## config.mk

```make
export PLATFORM = sky130hd
export DESIGN_NAME = irq_flag_ctrl
export DESIGN_NICKNAME = d
export VERILOG_FILES = /design/src/rtl/irqc_pkg.sv /design/src/rtl/irqc_alarm_cmp.sv /design/src/rtl/irqc_flag_bank.sv /design/src/rtl/irq_flag_ctrl.sv
export SDC_FILE = /design/constraint.sdc
export NUM_CORES = 1
export LEC_CHECK = 0
export BUFFER_PORTS_ARGS = -buffer_cell sky130_fd_sc_hd__buf_4
export CORE_MARGIN = 4
export CORE_UTILIZATION = 40
export CTS_CLUSTER_SIZE = 8
export DETAILED_ROUTE_END_ITERATION = 8
export HOLD_SLACK_MARGIN = 0.15
export PLACE_DENSITY_LB_ADDON = 0.2
export SLEW_MARGIN = 20
export SYNTH_ARGS = -nofsm -noshare
export SYNTH_HDL_FRONTEND = slang
export SYNTH_HIERARCHICAL = 1
export SYNTH_SLANG_ARGS = --single-unit
```

## constraint.sdc

```tcl
create_clock -name clk_i -period 1.5 [get_ports clk_i]
set_input_delay 0.15 -clock clk_i [delete_from_list [all_inputs] [get_ports clk_i]]
set_output_delay 0.15 -clock clk_i [all_outputs]
set_load 0.02 [all_outputs]
```

## src/rtl/irqc_pkg.sv

```systemverilog
package irqc_pkg;
  localparam int BYTE_W   = 8;
  localparam int N_SRC    = 3;  // periodic, alarm, update
  localparam int N_ALM    = 3;  // hours, minutes, seconds
  localparam int SRC_LSB  = 4;  // flags sit at bits 6:4
  localparam int SUM_BIT  = 7;
  localparam int IDX_PER  = 2;
  localparam int IDX_ALM  = 1;
  localparam int IDX_UPD  = 0;
endpackage

```

## src/rtl/irqc_alarm_cmp.sv

```systemverilog
module irqc_alarm_cmp #(
  parameter int W = irqc_pkg::BYTE_W,
  parameter int N = irqc_pkg::N_ALM
) (
  input  logic [N-1:0][W-1:0] cur_i,
  input  logic [N-1:0][W-1:0] alm_i,
  output logic                hit_o
);
  logic [N-1:0] byte_hit;
  for (genvar g = 0; g < N; g++) begin : g_byte
    // top two bits set => wildcard
    assign byte_hit[g] = (&alm_i[g][W-1:W-2]) || (alm_i[g] == cur_i[g]);
  end
  assign hit_o = &byte_hit;
endmodule

```

## src/rtl/irqc_flag_bank.sv

```systemverilog
module irqc_flag_bank #(
  parameter int N = irqc_pkg::N_SRC
) (
  input  logic         clk_i,
  input  logic         rst_ni,
  input  logic [N-1:0] evt_i,
  input  logic [N-1:0] en_i,
  input  logic         rd_i,
  output logic [N:0]   view_o,
  output logic         irqf_o
);
  logic         rd_q;
  logic [N-1:0] flags_q, pend_q;
  logic [N:0]   snap_q;

  assign irqf_o = |(flags_q & en_i);

  always_ff @(posedge clk_i or negedge rst_ni) begin
    if (!rst_ni) begin
      rd_q    <= 1'b0;
      flags_q <= '0;
      pend_q  <= '0;
      snap_q  <= '0;
    end else begin
      rd_q <= rd_i;
      if (rd_i && !rd_q) begin
        snap_q  <= {irqf_o, flags_q};
        flags_q <= '0;
        pend_q  <= evt_i;
      end else if (rd_i) begin
        pend_q  <= pend_q | evt_i;
      end else if (rd_q) begin
        flags_q <= pend_q | evt_i;
        pend_q  <= '0;
      end else begin
        flags_q <= flags_q | evt_i;
      end
    end
  end

  assign view_o = rd_q ? snap_q : {irqf_o, flags_q};
endmodule

```

## src/rtl/irq_flag_ctrl.sv

```systemverilog
module irq_flag_ctrl
  import irqc_pkg::*;
(
  input  logic              clk_i,
  input  logic              rst_ni,
  input  logic              periodic_evt_i,
  input  logic              update_evt_i,
  input  logic [BYTE_W-1:0] sec_i,
  input  logic [BYTE_W-1:0] min_i,
  input  logic [BYTE_W-1:0] hour_i,
  input  logic [BYTE_W-1:0] sec_alm_i,
  input  logic [BYTE_W-1:0] min_alm_i,
  input  logic [BYTE_W-1:0] hour_alm_i,
  input  logic              en_we_i,
  input  logic [N_SRC-1:0]  en_wdata_i,
  input  logic              set_mode_i,
  input  logic              rd_i,
  output logic [N_SRC-1:0]  en_o,
  output logic [BYTE_W-1:0] flag_o,
  output logic              irq_oe_o
);
  localparam int PAD_W = SRC_LSB;

  logic [N_SRC-1:0] en_q, evt;
  logic [N_SRC:0]   view;
  logic             alm_hit, irqf;

  irqc_alarm_cmp #(.W(BYTE_W), .N(N_ALM)) u_cmp (
    .cur_i ({hour_i, min_i, sec_i}),
    .alm_i ({hour_alm_i, min_alm_i, sec_alm_i}),
    .hit_o (alm_hit)
  );

  always_comb begin
    evt          = '0;
    evt[IDX_PER] = periodic_evt_i;
    evt[IDX_ALM] = update_evt_i & alm_hit;
    evt[IDX_UPD] = update_evt_i;
  end

  always_ff @(posedge clk_i or negedge rst_ni) begin
    if (!rst_ni) begin
      en_q <= '0;
    end else begin
      if (en_we_i) en_q <= en_wdata_i;
      if (set_mode_i) en_q[IDX_UPD] <= 1'b0;
    end
  end

  irqc_flag_bank #(.N(N_SRC)) u_bank (
    .clk_i  (clk_i),
    .rst_ni (rst_ni),
    .evt_i  (evt),
    .en_i   (en_q),
    .rd_i   (rd_i),
    .view_o (view),
    .irqf_o (irqf)
  );

  assign en_o     = en_q;
  assign flag_o   = {view, {PAD_W{1'b0}}};
  assign irq_oe_o = irqf;
endmodule

```

======== Yosys cells after proc, flatten, opt, wreduce, memory -nomap -nowiden ========
Index checks and enable logic that the tools add are counted.
operators by class
  shift operators ......................... 0
  bitwise operators ....................... 4
  magnitude comparators ................... 0
  divide/modulo/power cells ............... 0
  reductions and logical operators ........ 12
  add/sub/neg operators ................... 0
  equal/unequal tests ..................... 4
  muxes and demuxes ....................... 9
  multipliers ............................. 0
operator list
  cell                  number
  $eq A8 B8 Y1          3
  $mux W3               6
  $or A3 B3 Y3          2
  $reduce_and A2 Y1     3
  $mux W4               1
  $and A3 B3 Y3         1
  $logic_or A1 B1 Y1    3
  $reduce_and A3 Y1     1
  $reduce_bool A3 Y1    1
  $reduce_or A3 Y1      1
  $mux W1               2
  $ne A2 B1 Y1 const B  1
  $reduce_bool A2 Y1    1
  $and A1 B1 Y1         1
  $logic_and A1 B1 Y1   1
  $logic_not A1 Y1      1
storage, ports and cells
  latch bits .............................. 0
  memory bits (read-only) ................. 0
  bits in registers ....................... 14
  word-level logic and storage cells ...... 35
  memories kept ........................... 0
  RAM bits ................................ 0

======== Depth between registers and ports, before layout ========
  depth after elaboration ................. 8
  gate-level depth with buffers ........... 7
  mapped depth without buffers ............ 7

======== Modules after synthesis ========
The synthesis kept the hierarchy.
modules (own cells, without submodules)
  module          instances  sequential area each (um2)  area an instance (um2)  cells an instance
  irqc_flag_bank  1          275.3                       563.0                   45
  irqc_alarm_cmp  1          0.0                         280.3                   34
  irq_flag_ctrl   1          75.1                        151.4                   13

======== Least setup slack after synthesis ========
No wires, ideal clock.
  path type ............................... register to output
  start ................................... register en_q[0], in the netlist en_o[0]
  end ..................................... output flag_o[7]
  data arrival time ....................... 1.144 ns
  slack ................................... 0.206 ns
  data required time ...................... 1.350 ns
  path buffers ............................ 0
  stages on the path, launching flop included .. 3
  cells stage by stage .................... dfrtp_1 > a222oi_1 > mux2i_1
on the way
  cells in the longest elaborated chain, start to end .. 3
RTL lines
  what                      line                  RTL
  start: declaration        irq_flag_ctrl.sv:24   logic [N_SRC-1:0] en_q, evt;
  start signal: assignment  irq_flag_ctrl.sv:45   if (en_we_i) en_q <= en_wdata_i;
  $and A3 B3 Y3             irqc_flag_bank.sv:16  assign irqf_o = |(flags_q & en_i);
  $reduce_or A3 Y1          irqc_flag_bank.sv:16
  $mux W4                   irqc_flag_bank.sv:41  assign view_o = rd_q ? snap_q : {irqf_o, flags_q};
  end: declaration          irq_flag_ctrl.sv:19   output logic [BYTE_W-1:0] flag_o,
No other way between the ends.

======== Worst setup path in the final report ========
Same ends and word-level chain as after synthesis.

==> reports/qor.yml <==
outcome: "complete, but fails checks"
violations: "negative setup slack"
fp.dieArea_sq_um: 3350
drt_iter0_drc: 28
nets: 234
highest_layer: "met4"
post-route-min-period_ns: 1.56
start_util_pct: 43.3
worstHoldStart: "update_evt_i"
post_synth_fa_ha_maj_area_fraction_pct: 0
cp-start-kind: "flop"
die_h_um: 57.9
syn_area_sq_um: 995
synth_xor_area_share_pct: 21.1
route.met3.wl_um: 199
grt.total_usage_pct: 18.5
wl_met2_mm: 1.74
ys_ff_latch: 14
synth.mux.area_fraction_pct: 13.2
ios: 70
first_pass_iters: 4
grt_max_degree: 15
ff2ff_path_depth: 8
cts_made_buffers: 3
holdCritPathClass: "input pin to flop"
worstHoldEndpoint: "u_bank/pend_q[0]"
endpoint_kind: "output port"
synthCells: 92
met1_length_mm: 1.03
clk_latency_ns: 0.28
pre_cts_ws_ns: -0.0757
p_total_mw: 1.23
p_leak_nw: 0.864
routedWlPerCell_um: 14.8
core_area_sq_um: 2300
syn_to_final_growth_pct: 68.9
drive_gt1_share_pct: 51.4
clock_tree.buffer_depth: 2
cp_slowest_cell: "dfrtp_1"
rr_startpoint: "en_o[0]"
fillers: 157
finalHoldViolations: 0
grt_pass1_vias: 1166
synthSimpleGateAreaFrac_pct: 12.8
synth_top_family_by_area: "XOR/XNOR gates"
drt-total-wl_mm: 3.01
crit_path_cell_trace: "a222oi_1, buf_4, mux2i_1, buf_4"
grt_pass1_wl_mm: 4.86
die_w_um: 57.9
r2r_setup_slack_ns: -0.01
drc: 0
htreeDepth: 1
vdd_drop_max_uv: 508
antenna_found_initial: 0
cts_tree: "done"
grt_setup_unrepaired: "true"
finalSetupViolations: 2
io_buffers: 65
drv_slew: 0
grt.overflow.total: 0
gp_congestion: 0.707
holdWs_ns: 0.199
crit_type: "flop to output port"
crit_top_cell: "buf_4"
path_max_fanout: 3
yosysUniqueCellTypes: 22
drtAntennaViolNets: 0
hpwlAfterDp_mm: 2.25
slowest_delay_ns: 0.39
synth-seq-area-share_pct: 35.2
final.setup.tns_ns: -0.0747
vias_per_cell: 4.90
cp.arrival_ns: 1.41
syn_area_per_cell_sq_um: 10.8
yosysWarnings: 6
fmax_mhz: 641
fin_ws_ns: -0.0597
worst_r2r_endpoint: "u_bank/snap_q[3]"
seq_area_sq_um: 352
clkSinkCount: 14
vias: 994
cts_root_buf: "clkbuf_4"
required_ns: 1.35
cap_violations: 0
diodes: 0
finClkSkew_ns: 0.000761
powerDensity_nw_per_um2: 734
core.rowCount: 17
clkTransAtPathRegs_ns: 0.09
synth-compound-area-share_pct: 10.4
multi_input_area_sq_um: 588
finalCritPeriodShare_pct: 104
whs_path_depth: 3
synth_stat cells:
cell type | number | share of area [%]
a22oi_1 | 3 | 2.3
dfrtp_1 | 14 | 35
nor4_1 | 6 | 3.8
a211oi_1 | 3 | 2.3
nor3_2 | 1 | 1.0
mux2_4 | 3 | 4.5
mux2i_1 | 3 | 3.0
nor4b_1 | 3 | 2.6
nor3_1 | 3 | 1.5
and2_1 | 1 | 0.63
nand2b_4 | 1 | 1.4
xor2_1 | 24 | 21
buf_4 | 5 | 3.8
inv_1 | 2 | 0.75
a222oi_1 | 1 | 1.0
mux2_2 | 5 | 5.7
conb_1 | 1 | 0.38
a21o_1 | 3 | 2.3
nor2_1 | 2 | 0.75
buf_6 | 2 | 2.3
a22o_1 | 3 | 2.6
nand2_1 | 3 | 1.1
power breakdown:
part	switching [mW]	total, mW	internal, mW
clock	0.125	0.272	0.148
combinational	0.203	0.507	0.304
sequential	0.0334	0.455	0.422
total	0.361	1.23	0.873
flip-flops by register name (all words and copies together) (netlist names):
name / cells
u_bank/snap_q: 4
en_o: 3
u_bank/flags_q: 3
u_bank/pend_q: 3
u_bank/rd_q: 1
critical path, delay by kind of cell, from the launching register on:
kind	cells	cell delay [ns]
multiplexers	1	0.06
flip-flops	1	0.39
AO/OA/AOI/OAI	1	0.34
buffers and inverters	2	0.34
cell usage in the layout, fill, tap and decap left out:
| cell | n |
|---|---|
| a22o_1 | 3 |
| a22oi_1 | 3 |
| mux2_2 | 5 |
| nand2_1 | 3 |
| mux2i_1 | 3 |
| nor4b_1 | 3 |
| inv_1 | 2 |
| buf_4 | 70 |
| clkbuf_8 | 1 |
| nor2_1 | 2 |
| nand2b_4 | 1 |
| dfrtp_1 | 13 |
| mux2_4 | 3 |
| dlygate4sd3_1 | 8 |
| nor3_1 | 3 |
| a222oi_1 | 1 |
| nor3_2 | 1 |
| and2_1 | 1 |
| a211oi_1 | 3 |
| nor4_1 | 6 |
| buf_6 | 5 |
| a21o_1 | 3 |
| xor2_1 | 24 |
| clkbuf_4 | 3 |
| dfrtp_2 | 1 |
| conb_1 | 4 |
metrics by stage:
step | utilization [%] | cells | area [sq um]
detailed placement | 64.9 | 184 | 1490
CTS | 72.7 | 202 | 1670
global placement | 64.9 | 184 | 1490
floorplan | - | 95 | 1010
global route | 73.1 | 203 | 1680
finish | 73.1 | 203 | 1680
area by class of cell:
| class | instances | area share [%] |
|---|---|---|
| Sequential cell | 14 | 20.9 |
| Tap cell | 28 | 2.08 |
| Clock buffer | 4 | 2.16 |
| Multi-Input combinational cell | 72 | 35.0 |
| Inverter | 2 | 0.447 |
| Timing Repair Buffer | 83 | 39.4 |
timing repair:
action,4_1_cts,5_1_grt
resized for setup,5,1
endpoints found under the setup margin,3,3
buffers inserted,6,1
hold buffers,8,0
pin swaps,1,1
hold endpoints to repair,18,0
cell families (layout without fill, tap and decap cells):
| kind of cell | Yosys count | after routing |
|---|---|---|
| AO/OA/AOI/OAI | 13 | 13 |
| XOR/XNOR | 24 | 24 |
| buffers and inverters | 9 | 89 |
| flip-flops | 14 | 14 |
| multiplexers | 11 | 11 |
| other | 1 | 4 |
| AND/OR/NAND/NOR | 20 | 20 |
routing by layer:
| metal | vias to the layer above | GRT usage [%] |
|---|---|---|
| met5 | - | 0 |
| met4 | 0 | 6.29 |
| met3 | 4 | 3.12 |
| met2 | 45 | 36.3 |
| met1 | 454 | 19.4 |
| li1 | 491 | - |
worst max-delay path by stage:
| stage | from | end | slack [ns] | cells past startpoint |
|---|---|---|---|---|
| after floorplan | en_o[0] | flag_o[7] | 0.21 | 2 |
| after global placement | min_i[4] | u_bank/flags_q[1] | -0.005 | 8 |
| after detailed placement | min_alm_i[7] | u_bank/flags_q[1] | -0.08 | 8 |
| after CTS | u_bank/flags_q[0] | flag_o[7] | -0.09 | 3 |
| after global routing | en_o[0] | flag_o[7] | -0.16 | 4 |
| final | en_o[0] | flag_o[7] | -0.06 | 4 |
Power figures use the tool's default switching activity.
